===== src/rtl/wpc_pkg.sv =====
package wpc_pkg;

    typedef enum logic [2:0] {
        PH_IDLE,
        PH_MEM_ADDR,
        PH_MEM_DATA,
        PH_PROT_ADDR,
        PH_PROT_DATA,
        PH_PROT_ARM
    } phase_e;

    typedef enum logic [1:0] {
        PC_NONE,
        PC_SET_R,
        PC_CLR_R,
        PC_SET_P
    } pcmd_e;

    typedef struct packed {
        logic  acc;
        logic  is_mem;
        logic  rd;
        pcmd_e pcmd;
    } dec_t;

endpackage


===== src/rtl/wpc_dev_decode.sv =====
module wpc_dev_decode
    import wpc_pkg::*;
#(
    parameter logic [3:0] MEM_CODE  = 4'b1010,
    parameter logic [3:0] PROT_CODE = 4'b0110
) (
    input  logic [3:0] code,
    input  logic [2:0] sel,
    input  logic       rw,
    input  logic       hv,
    input  logic [2:0] pin_sel,
    input  logic       wp,
    input  logic       rswp,
    input  logic       pswp,
    output dec_t       dec
);
    logic  pin_match;
    logic  mem_hit;
    logic  prot_hit;
    pcmd_e kind;

    always_comb begin
        pin_match = (sel == pin_sel);
        mem_hit   = (code == MEM_CODE) && pin_match;
        prot_hit  = (code == PROT_CODE);

        if (hv && sel[2:1] == 2'b00)      kind = PC_SET_R;
        else if (hv && sel[2:1] == 2'b01) kind = PC_CLR_R;
        else if (!hv && pin_match)        kind = PC_SET_P;
        else                              kind = PC_NONE;

        dec.is_mem = mem_hit;
        dec.rd     = rw;
        dec.pcmd   = kind;
        dec.acc    = 1'b0;
        if (mem_hit) begin
            dec.acc = 1'b1;
        end else if (prot_hit && !pswp && kind != PC_NONE) begin
            if (!rw)                 dec.acc = !wp;
            else if (kind == PC_SET_P) dec.acc = !pswp;
            else                     dec.acc = !rswp;
        end
    end

endmodule


===== src/rtl/wpc_flags.sv =====
module wpc_flags (
    input  logic clk,
    input  logic rst_n,
    input  logic nv_erase_n,
    input  logic set_r,
    input  logic clr_r,
    input  logic set_p,
    output logic rswp,
    output logic pswp
);
    logic rswp_d, rswp_q;
    logic pswp_d, pswp_q;

    always_comb begin
        rswp_d = rswp_q;
        if (set_r)      rswp_d = 1'b1;
        else if (clr_r) rswp_d = 1'b0;
        pswp_d = pswp_q | set_p;
    end

    always_ff @(posedge clk or negedge rst_n) begin
        if (!rst_n) rswp_q <= 1'b0;
        else        rswp_q <= rswp_d;
    end

    always_ff @(posedge clk or negedge nv_erase_n) begin
        if (!nv_erase_n) pswp_q <= 1'b0;
        else             pswp_q <= pswp_d;
    end

    assign rswp = rswp_q;
    assign pswp = pswp_q;

endmodule


===== src/rtl/wpc_write_gate.sv =====
module wpc_write_gate #(
    parameter int ADDR_W = 8
) (
    input  logic [ADDR_W-1:0] addr,
    input  logic              wp,
    input  logic              rswp,
    input  logic              pswp,
    output logic              allow
);
    localparam logic [ADDR_W-1:0] HALF = ADDR_W'(1) << (ADDR_W - 1);

    logic lower;

    always_comb begin
        lower = (addr < HALF);
        allow = !wp && !(lower && (rswp || pswp));
    end

endmodule


===== src/rtl/wpc_top.sv =====
module wpc_top
    import wpc_pkg::*;
#(
    parameter int         ADDR_W    = 8,
    parameter logic [3:0] MEM_CODE  = 4'b1010,
    parameter logic [3:0] PROT_CODE = 4'b0110
) (
    input  logic              clk,
    input  logic              rst_n,
    input  logic              nv_erase_n,
    input  logic              dev_stb,
    input  logic [3:0]        dev_code,
    input  logic [2:0]        dev_sel,
    input  logic              dev_rw,
    input  logic              a0_hv,
    input  logic [2:0]        pin_sel,
    input  logic              wp,
    input  logic              addr_stb,
    input  logic [ADDR_W-1:0] word_addr,
    input  logic              data_stb,
    input  logic              stop_stb,
    output logic              ack_dev,
    output logic              ack_addr,
    output logic              ack_data,
    output logic              wr_allow
);
    typedef struct packed {
        phase_e            ph;
        pcmd_e             cmd;
        logic [ADDR_W-1:0] addr;
        logic              ack_dev;
        logic              ack_addr;
        logic              ack_data;
        logic              wr;
    } st_t;

    st_t  st_d, st_q;
    dec_t dec;
    logic rswp, pswp;
    logic allow;
    logic set_r, clr_r, set_p;

    wpc_dev_decode #(
        .MEM_CODE (MEM_CODE),
        .PROT_CODE(PROT_CODE)
    ) dec_i (
        .code   (dev_code),
        .sel    (dev_sel),
        .rw     (dev_rw),
        .hv     (a0_hv),
        .pin_sel(pin_sel),
        .wp     (wp),
        .rswp   (rswp),
        .pswp   (pswp),
        .dec    (dec)
    );

    wpc_write_gate #(.ADDR_W(ADDR_W)) gate_i (
        .addr (st_q.addr),
        .wp   (wp),
        .rswp (rswp),
        .pswp (pswp),
        .allow(allow)
    );

    wpc_flags flags_i (
        .clk       (clk),
        .rst_n     (rst_n),
        .nv_erase_n(nv_erase_n),
        .set_r     (set_r),
        .clr_r     (clr_r),
        .set_p     (set_p),
        .rswp      (rswp),
        .pswp      (pswp)
    );

    always_comb begin
        st_d          = st_q;
        st_d.ack_dev  = 1'b0;
        st_d.ack_addr = 1'b0;
        st_d.ack_data = 1'b0;
        st_d.wr       = 1'b0;
        set_r         = 1'b0;
        clr_r         = 1'b0;
        set_p         = 1'b0;

        if (stop_stb) begin
            if (st_q.ph == PH_PROT_ARM) begin
                set_r = (st_q.cmd == PC_SET_R);
                clr_r = (st_q.cmd == PC_CLR_R);
                set_p = (st_q.cmd == PC_SET_P);
            end
            st_d.ph = PH_IDLE;
        end else if (dev_stb) begin
            st_d.ack_dev = dec.acc;
            st_d.cmd     = dec.pcmd;
            if (!dec.acc || dec.rd) st_d.ph = PH_IDLE;
            else if (dec.is_mem)    st_d.ph = PH_MEM_ADDR;
            else                    st_d.ph = PH_PROT_ADDR;
        end else if (addr_stb) begin
            case (st_q.ph)
                PH_MEM_ADDR: begin
                    st_d.ack_addr = 1'b1;
                    st_d.addr     = word_addr;
                    st_d.ph       = PH_MEM_DATA;
                end
                PH_PROT_ADDR: begin
                    st_d.ack_addr = 1'b1;
                    st_d.ph       = PH_PROT_DATA;
                end
                default: st_d.ph = PH_IDLE;
            endcase
        end else if (data_stb) begin
            case (st_q.ph)
                PH_MEM_DATA: begin
                    st_d.ack_data = allow;
                    st_d.wr       = allow;
                end
                PH_PROT_DATA: begin
                    st_d.ack_data = 1'b1;
                    st_d.ph       = PH_PROT_ARM;
                end
                default: st_d.ph = PH_IDLE;
            endcase
        end
    end

    always_ff @(posedge clk or negedge rst_n) begin
        if (!rst_n) begin
            st_q <= '{ph: PH_IDLE, cmd: PC_NONE, addr: '0,
                      ack_dev: 1'b0, ack_addr: 1'b0, ack_data: 1'b0, wr: 1'b0};
        end else begin
            st_q <= st_d;
        end
    end

    assign ack_dev  = st_q.ack_dev;
    assign ack_addr = st_q.ack_addr;
    assign ack_data = st_q.ack_data;
    assign wr_allow = st_q.wr;

endmodule


===== config.mk =====
export PLATFORM = sky130hd
export DESIGN_NAME = wpc_top
export DESIGN_NICKNAME = d
export VERILOG_FILES = /design/src/rtl/wpc_pkg.sv /design/src/rtl/wpc_dev_decode.sv /design/src/rtl/wpc_flags.sv /design/src/rtl/wpc_write_gate.sv /design/src/rtl/wpc_top.sv
export SDC_FILE = /design/constraint.sdc
export NUM_CORES = 1
export LEC_CHECK = 0
export ABC_CLOCK_PERIOD_IN_PS = 1800
export CELL_PAD_IN_SITES_DETAIL_PLACEMENT = 0
export CELL_PAD_IN_SITES_GLOBAL_PLACEMENT = 2
export CORE_MARGIN = 8
export CORE_UTILIZATION = 23
export DETAILED_ROUTE_END_ITERATION = 7
export PLACE_DENSITY = 0.89
export SLEW_MARGIN = 20
export SYNTH_ARGS = -nofsm -noshare
export SYNTH_HDL_FRONTEND = slang
export SYNTH_SLANG_ARGS = --single-unit

===== constraint.sdc =====
create_clock -name clk -period 1.8 [get_ports clk]
set_clock_uncertainty 0.05 [all_clocks]
set_input_delay 0.54 -clock clk [delete_from_list [all_inputs] [get_ports clk]]
set_output_delay 0.54 -clock clk [all_outputs]
set_load 0.005 [all_outputs]

* Word level (Yosys, flattened, before mapping)
Cells that the tools add are included.
** Storage, ports and cells
- Bits of input ports :: 28
- Word-level logic and storage cells :: 83
- Flip-flop bits (word level) :: 19
** Operators by class
- Bitwise logic cells :: 3
- Equal/unequal tests :: 14
- $lt $le $gt $ge :: 1
- Mux-type cells :: 32
- Reduce and logical (&&, ||, !) cells :: 24
** Operators by type and width (count)
- two-way mux 3 bit :: 6
- two-way mux 1 bit :: 16
- two-way mux 2 bit :: 6
- case mux 3 bit (2 select lines) :: 2
- logical AND 1 bit :: 8
- less-than comparator 8 bit, second input constant :: 1
- equality test 2 bit, second input constant :: 3
- equality test 3 x 2 -> 1 bit, second input constant :: 2
- equality test 3 bit, second input constant :: 2
- logical NOT 1 bit :: 6
- equality test 2 x 1 -> 1 bit, second input constant :: 2
- equality test 4 x 3 -> 1 bit, second input constant :: 1
- equality test 4 bit, second input constant :: 1
- two-way mux 4 bit :: 1
- != test 4 bit, second input constant :: 1
- AND reduction 2 bit :: 2
- AND reduction 4 bit :: 1
- nonzero test 2 bit :: 2
- nonzero test 4 bit :: 1
- equality test 3 x 1 -> 1 bit, second input constant :: 1
- equality test 3 bit :: 1
- logical NOT 2 bit :: 1
- logical OR 1 bit :: 2
- NOT 1 bit :: 2
- other kinds (3) :: 3

* Logic depth before layout (Yosys ltp)
Gate-level depths: netlist of run 1.
- Word-level depth :: 15
- Mapped depth :: 5
- Depth with buffers taken out :: 4

* Cells and area by module
A second synthesis of run 1 with hierarchy kept.
** Second synthesis, totals
- Cell total of the unflattened synthesis :: 86
- Area total of the unflattened synthesis :: 996.0 µm²
** Modules (own cells, without submodules)
- wpc_top :: area an instance 754.5 µm², instances 1, cells each 60, sequential area each 425.4 µm²
- wpc_dev_decode :: area an instance 160.2 µm², instances 1, cells each 19, sequential area each 0.0 µm²
- wpc_flags :: area an instance 67.6 µm², instances 1, cells each 5, sequential area each 50.0 µm²
- wpc_write_gate :: area an instance 13.8 µm², instances 1, cells each 2, sequential area each 0.0 µm²

* Worst setup path before layout of run 1
OpenSTA, ideal clock, no wires.
- Kind :: in2reg
- Start point :: input dev_stb
- End point :: register st_q[11] in the netlist's numbering
- Path buffers :: 0
- Data arrival time :: 1.321 ns
- Library setup time :: 0.125 ns
- Stages :: 4
- Data required time :: 1.625 ns
- Path slack :: 0.304 ns
- Cell sequence :: nor2_1 -> and4b_4 -> and2b_1 -> mux2_4
** On the way
- Word-level cells in the longest chain between the ends :: 2
** Ends and longest elaborated chain
- start: declaration :: line wpc_top.sv:11 : input logic dev_stb,
- NOT 1 bit (no line)
- AND reduction 4 bit (no line)
- end signal: assignment :: line wpc_top.sv:130 : st_q <= '{ph: PH_IDLE, cmd: PC_NONE, addr: '0,
- end signal: assignment :: line wpc_top.sv:133 : st_q <= st_d;
- end: declaration :: line wpc_top.sv:37 : st_t st_d, st_q;
No other way between the ends.
A chain may end at the register's enable or synchronous reset.

* Worst setup path in the final report of run 1
- Start point :: input stop_stb
- End point :: register st_q[11] in the netlist's numbering
** On the way
- Word-level cells in the longest chain between the ends :: 2
** Ends and longest elaborated chain
- start: declaration :: line wpc_top.sv:21 : input logic stop_stb,
- NOT 1 bit (no line)
- AND reduction 4 bit (no line)
No other way between the ends.

==> impl_metrics.yaml, run 1 <==
status:
  status: "completed"
layout:
  fin_nets: 145
  fillers: 318
  insertedDiodeCount: 0
  syn_to_final_growth_pct: 59.1
  final_util_pct: 37.9
  drive_above_1_share_pct: 19.8
drt:
  ant_nets: 0
  drt-initial-drc-count: 31
  drc: 0
  wl_per_cell_um: 12.3
  num_vias: 714
  routed_wl_um: 1840
  drtPass1Iterations: 4
  vias_per_cell: 4.79
job:
  maxCapViolCount: 0
yosys:
  syn_inst: 75
  ys_types: 35
  synthFlopType: "dfrtp_1"
  synthArstFlopShare_pct: 100
  syn_area_per_cell_um2: 9.54
  yosys_warnings: 0
  syn-num-nets: 103
  synth-seq-cells: 12
  ys_seq_area_share_pct: 42.0
  synth-edff-count: 0
  synth_area_um2: 716
cts:
  htree_levels: 1
  clk_path_buf_depth: 2
  clock_latency_ns: 0.27
  numCtsBuffers: 3
  cts_sinks: 12
  cts.clk_slew.worst_paths_ns: 0.08
  cts-root-buf: "clkbuf_4"
  cts_tree: "done"
  cts_hold_buf: 0
timing:
  setup_ws_ns: 0.0350
  setup_viol: 0
  finalHoldViolCount: 0
  post-route-min-period_ns: 1.77
  slew_violations: 0
  rsz0062_at_grt: "no"
  worstMarginPinSlew_ns: 0.511
  fin_crit_sh_pct: 98.1
  relSlewSlack_pct: 65.8
  clock.fmax_mhz: 567
placed_design:
  dp_hpwl_um: 1500
  io_buffers: 24
  pre_cts_ws_ns: -0.221
  place_congestion: 0.752
floorplanning:
  die_h_um: 71.8
  fp.dieW_um: 71.8
  core_region_area_um2: 3000
  dieArea_um2: 5150
  start_util_pct: 23.8
  num_rows: 20
  io-pin-count: 32
critical_path:
  path_class: "input pin to flop"
  required_ns: 1.91
  start_kind: "input pin"
  path_max_fanout: 3
  cp_slowest_cell: "clkdlybuf4s50_1"
  path_cells: "clkdlybuf4s50_1 > nor2_1 > and4b_4 > and2b_1 > mux2_4"
  r2r_start: "st_q[16]"
  max_stage_delay_ns: 0.45
  arrival_ns: 1.87
  end_kind: "flop"
  cp-startpoint: "stop_stb"
power:
  ir_drop_v: 0.000177
  powerDensity_nw_per_um2: 544
  p_leak_nw: 0.463
grt:
  grt_pass1_wl_um: 3180
  first_global_vias: 741
  grt_usage_pct: 7.61
  grt_overflow_total: 0
  grt_max_degree: 12
  antenna_found_initial: 0
worst_hold_path:
  hp-class: "input pin to async pin"
-- cell families after synthesis --
| kind of cell | synth area share [%] |
|---|---|
| AOI/OAI and AO/OA | 18.4 |
| DFF | 42.0 |
| buffers and inverters | 1.75 |
| and+or+nand+nor | 29.2 |
| xor gates and xnor gates | 3.67 |
| muxes | 5.07 |
-- worst max-delay path: cells and delay by family --
| kind | cells | cell delay [ns] |
|---|---|---|
| buffers and inverters | 1 | 0.45 |
| muxes | 1 | 0.29 |
| and+or+nand+nor | 3 | 0.59 |
-- metrics by stage --
stage | total power, mW | hold slack (ns) | TNS [ns] | instance area, um^2 | cells
3_5_place_dp | 0.407 | 0.416 | -0.892 | 1100 | 145
4_1_cts | 0.624 | 0.346 | 0 | 1130 | 149
6_report | 0.619 | 0.355 | 0 | 1140 | 149
2_1_floorplan | 0.319 | 0.194 | 0 | 716 | 75
3_3_place_gp | 0.404 | 0.405 | -0.857 | 1100 | 145
5_1_grt | 0.652 | 0.335 | 0 | 1140 | 149
-- layout make-up --
| cell class | count | area [um^2] | area share, % |
|---|---|---|---|
| timing repair buffer | 38 | 345 | 30.3 |
| inverter | 2 | 7.51 | 0.659 |
| clock buffer | 4 | 36.3 | 3.19 |
| multi-input combinational | 60 | 408 | 35.8 |
| sequential | 12 | 300 | 26.4 |
| tap | 33 | 41.3 | 3.63 |
-- metal layers --
| layer | part of all wire [%] | wire, um | track usage [%] | vias to the layer above |
|---|---|---|---|---|
| li1 | - | - | - | 358 |
| met1 | 46 | 844 | 8.76 | 330 |
| met2 | 45 | 836 | 12.2 | 26 |
| met3 | 8.5 | 157 | 3.63 | 0 |
| met4 | 0 | 0 | 2.04 | 0 |
| met5 | 0 | 0 | 0 | - |
-- state kept, by name, indices dropped and copies added (netlist names) --
signal / flops
st_q: 6
ack_data: 1
ack_dev: 1
flags_i.pswp: 1
flags_i.rswp: 1
wr_allow: 1
ack_addr: 1
-- cells in the final DEF (no fill, tap or decap), types with 2 or more instances in the layout --
master	count
clkdlybuf4s50_1	24
buf_4	14
dfrtp_1	12
nand2b_1	6
nor2_1	5
o21ai_0	5
a21oi_1	4
nand3b_1	3
nor2b_1	3
xnor2_1	3
nand2_1	3
clkbuf_4	3
nor3b_1	2
inv_1	2
nand4_1	2
o21ai_1	2
-- synth_stat cells (2+ instances only) --
library cell  instances  area share [%]
a21oi_1               4             2.8
dfrtp_1              12              42
inv_1                 2             1.0
nand2_1               3             1.6
nand2b_1              6             5.2
nand3_1               2             1.4
nand3b_1              3             3.1
nand4_1               2             1.7
nor2_1                5             2.6
nor2b_1               3             2.6
nor3b_1               2             2.1
o21ai_0               5             3.5
o21ai_1               2             1.4
xnor2_1               3             3.7
-- final timing paths --
path	depth (start not counted)	to	slack, ns
worst max-delay path	5	st_q[11]	0.03
worst min-delay path	1	flags_i.pswp	0.36
worst max register to register	3	st_q[11]	0.40
worst min register to register	1	flags_i.rswp	0.43
max in group asynchronous	1	flags_i.rswp	0.80
min in group clk	1	flags_i.rswp	0.43
-- where the power goes --
group,leakage [nW],switching [mW],internal (mW)
Clock,0.0210,0.0936,0.123
Sequential,0.166,0.00528,0.275
Combinational,0.276,0.0445,0.0778
-- timing repair --
action,in CTS,in global routing
buffers inserted,0,0
setup endpoints to repair,0,1
gates resized for setup,0,1
(Power assumes the default switching activity.)
==> inputs of run 2 (changes only) <==
--- a/config.mk
+++ b/config.mk
@@ -9,10 +9,12 @@
 export CELL_PAD_IN_SITES_DETAIL_PLACEMENT = 0
 export CELL_PAD_IN_SITES_GLOBAL_PLACEMENT = 2
 export CORE_MARGIN = 8
-export CORE_UTILIZATION = 23
+export CORE_UTILIZATION = 28
 export DETAILED_ROUTE_END_ITERATION = 7
 export PLACE_DENSITY = 0.89
+export SKIP_CTS_REPAIR_TIMING = 1
 export SLEW_MARGIN = 20
 export SYNTH_ARGS = -nofsm -noshare
 export SYNTH_HDL_FRONTEND = slang
+export SYNTH_HIERARCHICAL = 1
 export SYNTH_SLANG_ARGS = --single-unit
==> impl_metrics.yaml, run 2 <==
status:
  status: "completed"
timing:
  setup_viol: 0
  worstMarginPinSlew_ns: 0.533
  setup_ws_ns: 0.0316
  tns_ns: 0
  post-route-min-period_ns: 1.77
  fin_crit_sh_pct: 98.2
  relSlewSlack_pct: 64.4
  clock.fmax_mhz: 565
  finalHoldViolCount: 0
  holdWs_ns: 0.353
  rsz0062_at_grt: "no"
  slew_violations: 0
grt:
  first_global_vias: 708
  antenna_found_initial: 0
  grt_max_degree: 12
  grt_usage_pct: 9.37
  grt_overflow_total: 0
  grt_pass1_wl_um: 3240
placed_design:
  dp_hpwl_um: 1510
  pre_cts_ws_ns: -0.488
  place_congestion: 0.739
  dp.cells: 140
  placedInstanceArea_um2: 1090
  io_buffers: 24
layout:
  fillers: 235
  multi_input_area_um2: 408
  drive_above_1_share_pct: 28.7
  final_util_pct: 49.3
  insertedDiodeCount: 0
  largest_register_ffs: 6
  fin_nets: 144
  layout.area.seq_um2: 300
  top_register: "st_q"
  final_cell_mix: "18 x buf_4, 12 x dfrtp_1, 12 x clkdlybuf4s50_1, 12 x dlymetal6s2s_1, 6 x inv_1"
  syn_to_final_growth_pct: 69.1
  final_common_cell: "buf_4"
  final_cell_count_no_fill: 145
  fin_area_um2: 1210
power:
  ir_drop_v: 0.000461
  p_leak_nw: 0.636
  power_mw: 0.619
  powerDensity_nw_per_um2: 512
yosys:
  yosys_warnings: 6
  syn_area_per_cell_um2: 9.94
  syn_inst: 72
  synth_area_um2: 716
  syn-num-nets: 100
worst_hold_path:
  hp-class: "input pin to async pin"
critical_path:
  path_delay_family: "simple AND/OR/NAND/NOR gates"
  worst-path-buf-inv: 1
  path_cells: "clkdlybuf4s50_1 > nand3b_1 > or4_4 > mux2_4"
  path_max_fanout: 2
  cp_slowest_cell: "clkdlybuf4s50_1"
  start_kind: "input pin"
  arrival_ns: 1.88
  path_class: "input pin to flop"
  end_kind: "flop"
  required_ns: 1.92
  max_stage_delay_ns: 0.48
cts:
  numCtsBuffers: 3
  cts-root-buf: "clkbuf_4"
  htree_levels: 1
  cts.clk_slew.worst_paths_ns: 0.08
  cts_sinks: 12
  cts_tree: "done"
  clk_path_buf_depth: 2
  clock_latency_ns: 0.27
floorplanning:
  io-pin-count: 32
  dieArea_um2: 4430
  num_rows: 18
  core_region_area_um2: 2450
  start_util_pct: 29.2
  die_h_um: 66.6
  fp.dieW_um: 66.6
drt:
  ant_nets: 0
  drt-initial-drc-count: 20
  routed_wl_um: 1960
  drtPass1Iterations: 4
  drc: 0
  wl_per_cell_um: 13.5
  vias_per_cell: 4.66
  num_vias: 675
job:
  maxCapViolCount: 0
run 2: metal layers:
metal,GRT usage [%],part of all wire [%],up-vias
met5,0,0,-
li1,-,-,338
met2,16.2,53,14
met3,4.53,5.1,0
met1,10.4,42,323
met4,0.800,0,0
run 2: report_power, final:
part           switching [mW]  internal [mW]
clock                  0.0910          0.123
combinational          0.0514         0.0746
sequential            0.00383          0.275
run 2: cell type report:
class	instances	share of cell area [%]
Clock buffer	4	3.00
Timing Repair Buffer	42	33.5
Inverter	6	1.86
Multi-Input combinational cell	51	33.7
Tap cell	30	3.10
Sequential cell	12	24.8
run 2: final timing paths:
check | start | depth (start not counted) | endpoint | slack (ns)
min in group clk | st_q[11] | 1 | st_q[11] | 0.49
max in group asynchronous | rst_n | 1 | st_q[12] | 0.78
min reg2reg | st_q[11] | 1 | st_q[11] | 0.49
max | addr_stb | 4 | st_q[11] | 0.03
max reg2reg | st_q[14] | 3 | st_q[11] | 0.28
min | nv_erase_n | 1 | flags_i/pswp | 0.35
==> inputs of run 3 (changes only) <==
--- a/config.mk
+++ b/config.mk
@@ -9,9 +9,10 @@
 export CELL_PAD_IN_SITES_DETAIL_PLACEMENT = 0
 export CELL_PAD_IN_SITES_GLOBAL_PLACEMENT = 2
 export CORE_MARGIN = 8
-export CORE_UTILIZATION = 28
+export CORE_UTILIZATION = 30
+export CTS_BUF_LIST = sky130_fd_sc_hd__clkbuf_8
 export DETAILED_ROUTE_END_ITERATION = 7
-export PLACE_DENSITY = 0.89
+export PLACE_DENSITY = 0.93
 export SKIP_CTS_REPAIR_TIMING = 1
 export SLEW_MARGIN = 20
 export SYNTH_ARGS = -nofsm -noshare
==> impl_metrics.yaml, run 3 (synthesized netlist as in run 2, its figures left out) <==
cts:
  cts.clk_slew.worst_paths_ns: 0.05
  cts_sinks: 12
  clk_path_buf_depth: 2
  cts-root-buf: "clkbuf_8"
  htree_levels: 1
  numCtsBuffers: 3
  cts_tree: "done"
  clock_latency_ns: 0.24
drt:
  wl_per_cell_um: 13.1
  routed_wl_um: 1880
  num_vias: 677
  drc: 0
  drtPass1Iterations: 4
  drt-initial-drc-count: 14
  vias_per_cell: 4.73
  ant_nets: 0
placed_design:
  dp.cells: 136
  place_congestion: 0.803
  pre_cts_ws_ns: -0.451
  io_buffers: 24
  dp_hpwl_um: 1440
layout:
  final_common_cell: "buf_4"
  final_cell_mix: "18 x buf_4, 13 x dlymetal6s2s_1, 12 x dfrtp_1"
  syn_to_final_growth_pct: 69.6
  drive_above_1_share_pct: 27.0
  top_register: "st_q"
  insertedDiodeCount: 0
  largest_register_ffs: 6
  final_cell_count_no_fill: 143
  fin_nets: 144
critical_path:
  r2r_end: "st_q[11]"
  arrival_ns: 1.81
  end_kind: "flop"
  start_kind: "input pin"
  path_class: "input pin to flop"
  r2r_start: "st_q[16]"
  path_max_fanout: 2
  endpoint: "st_q[11]"
  cp-startpoint: "dev_stb"
  r2r_setup_slack_ns: 0.18
  required_ns: 1.88
  reg2reg_depth: 3
grt:
  grt_pass1_wl_um: 2990
  first_global_vias: 682
  grt_max_degree: 12
  grt_usage_pct: 8.97
  antenna_found_initial: 0
  grt_overflow_total: 0
floorplanning:
  dieArea_um2: 4200
  fp.dieW_um: 64.8
  start_util_pct: 32.0
  core_region_area_um2: 2230
  die_h_um: 64.8
  io-pin-count: 32
  num_rows: 17
power:
  power_mw: 0.694
  p_leak_nw: 0.639
  ir_drop_v: 0.000418
  powerDensity_nw_per_um2: 572
status:
  status: "completed"
timing:
  post-route-min-period_ns: 1.74
  setup_ws_ns: 0.0637
  setup_viol: 0
  rsz0062_at_grt: "no"
  finalHoldViolCount: 0
  holdWs_ns: 0.387
  fin_crit_sh_pct: 96.5
  clock.fmax_mhz: 576
  tns_ns: 0
  slew_violations: 0
  worstMarginPinSlew_ns: 0.504
  relSlewSlack_pct: 66.3
worst_hold_path:
  hp-class: "input pin to async pin"
job:
  maxCapViolCount: 0
run 3: cell types whose count changed in the layout (fill, tap and decap cells not counted):
cell	previous run	this run
clkbuf_4	3	0
clkbuf_8	1	4
clkdlybuf4s50_1	12	11
dlymetal6s2s_1	12	13
xnor2_1	0	2
xnor2_2	3	1
run 3: where the power goes:
part	internal, mW	switching, mW
Clock	0.193	0.101
Combinational	0.0719	0.0492
Sequential	0.276	0.00286
Total	0.541	0.153
run 3: per-layer routing:
metal,vias to the layer above,routed length [um],share of wire [%],global-route usage [%]
li1,337,-,-,-
met4,0,45,2.4,5.72
met3,4,91,4.8,3.26
met2,16,931,50,14.0
met1,320,811,43,10.1
met5,-,0,0,0
run 3: how the worst min path moves through the flow:
stage / startpoint / end / slack, ns / cells past startpoint
after global placement: st_q[11] / st_q[11] / 0.45 / 1
after global routing: nv_erase_n / flags_i/pswp / 0.39 / 1
after CTS: nv_erase_n / flags_i/pswp / 0.38 / 1
final: nv_erase_n / flags_i/pswp / 0.39 / 1
after floorplan: rst_n / ack_addr / 0.19 / 0
after detailed placement: st_q[11] / st_q[11] / 0.45 / 1
run 3: per-stage QoR:
| stage | area (um^2) | utilization [%] |
|---|---|---|
| 2_1_floorplan | 716 | - |
| 3_3_place_gp | 1080 | 48.2 |
| 3_5_place_dp | 1080 | 48.2 |
| 4_1_cts | 1130 | 50.7 |
| 5_1_grt | 1210 | 54.3 |
| 6_report | 1210 | 54.3 |
run 3: final cells by class:
type / count / area (um^2)
multi-input cells: 51 / 393
clock buffers: 4 / 55.1
fillers: 214 / 1020
flip-flops and latches: 12 / 300
inverters: 6 / 22.5
repair buffers: 42 / 408
well taps: 28 / 35.0
run 3: worst max-delay path: stages:
cell and delay [ns]:
clkdlybuf4s50_1 0.42, or4_4 0.55, mux2_4 0.31
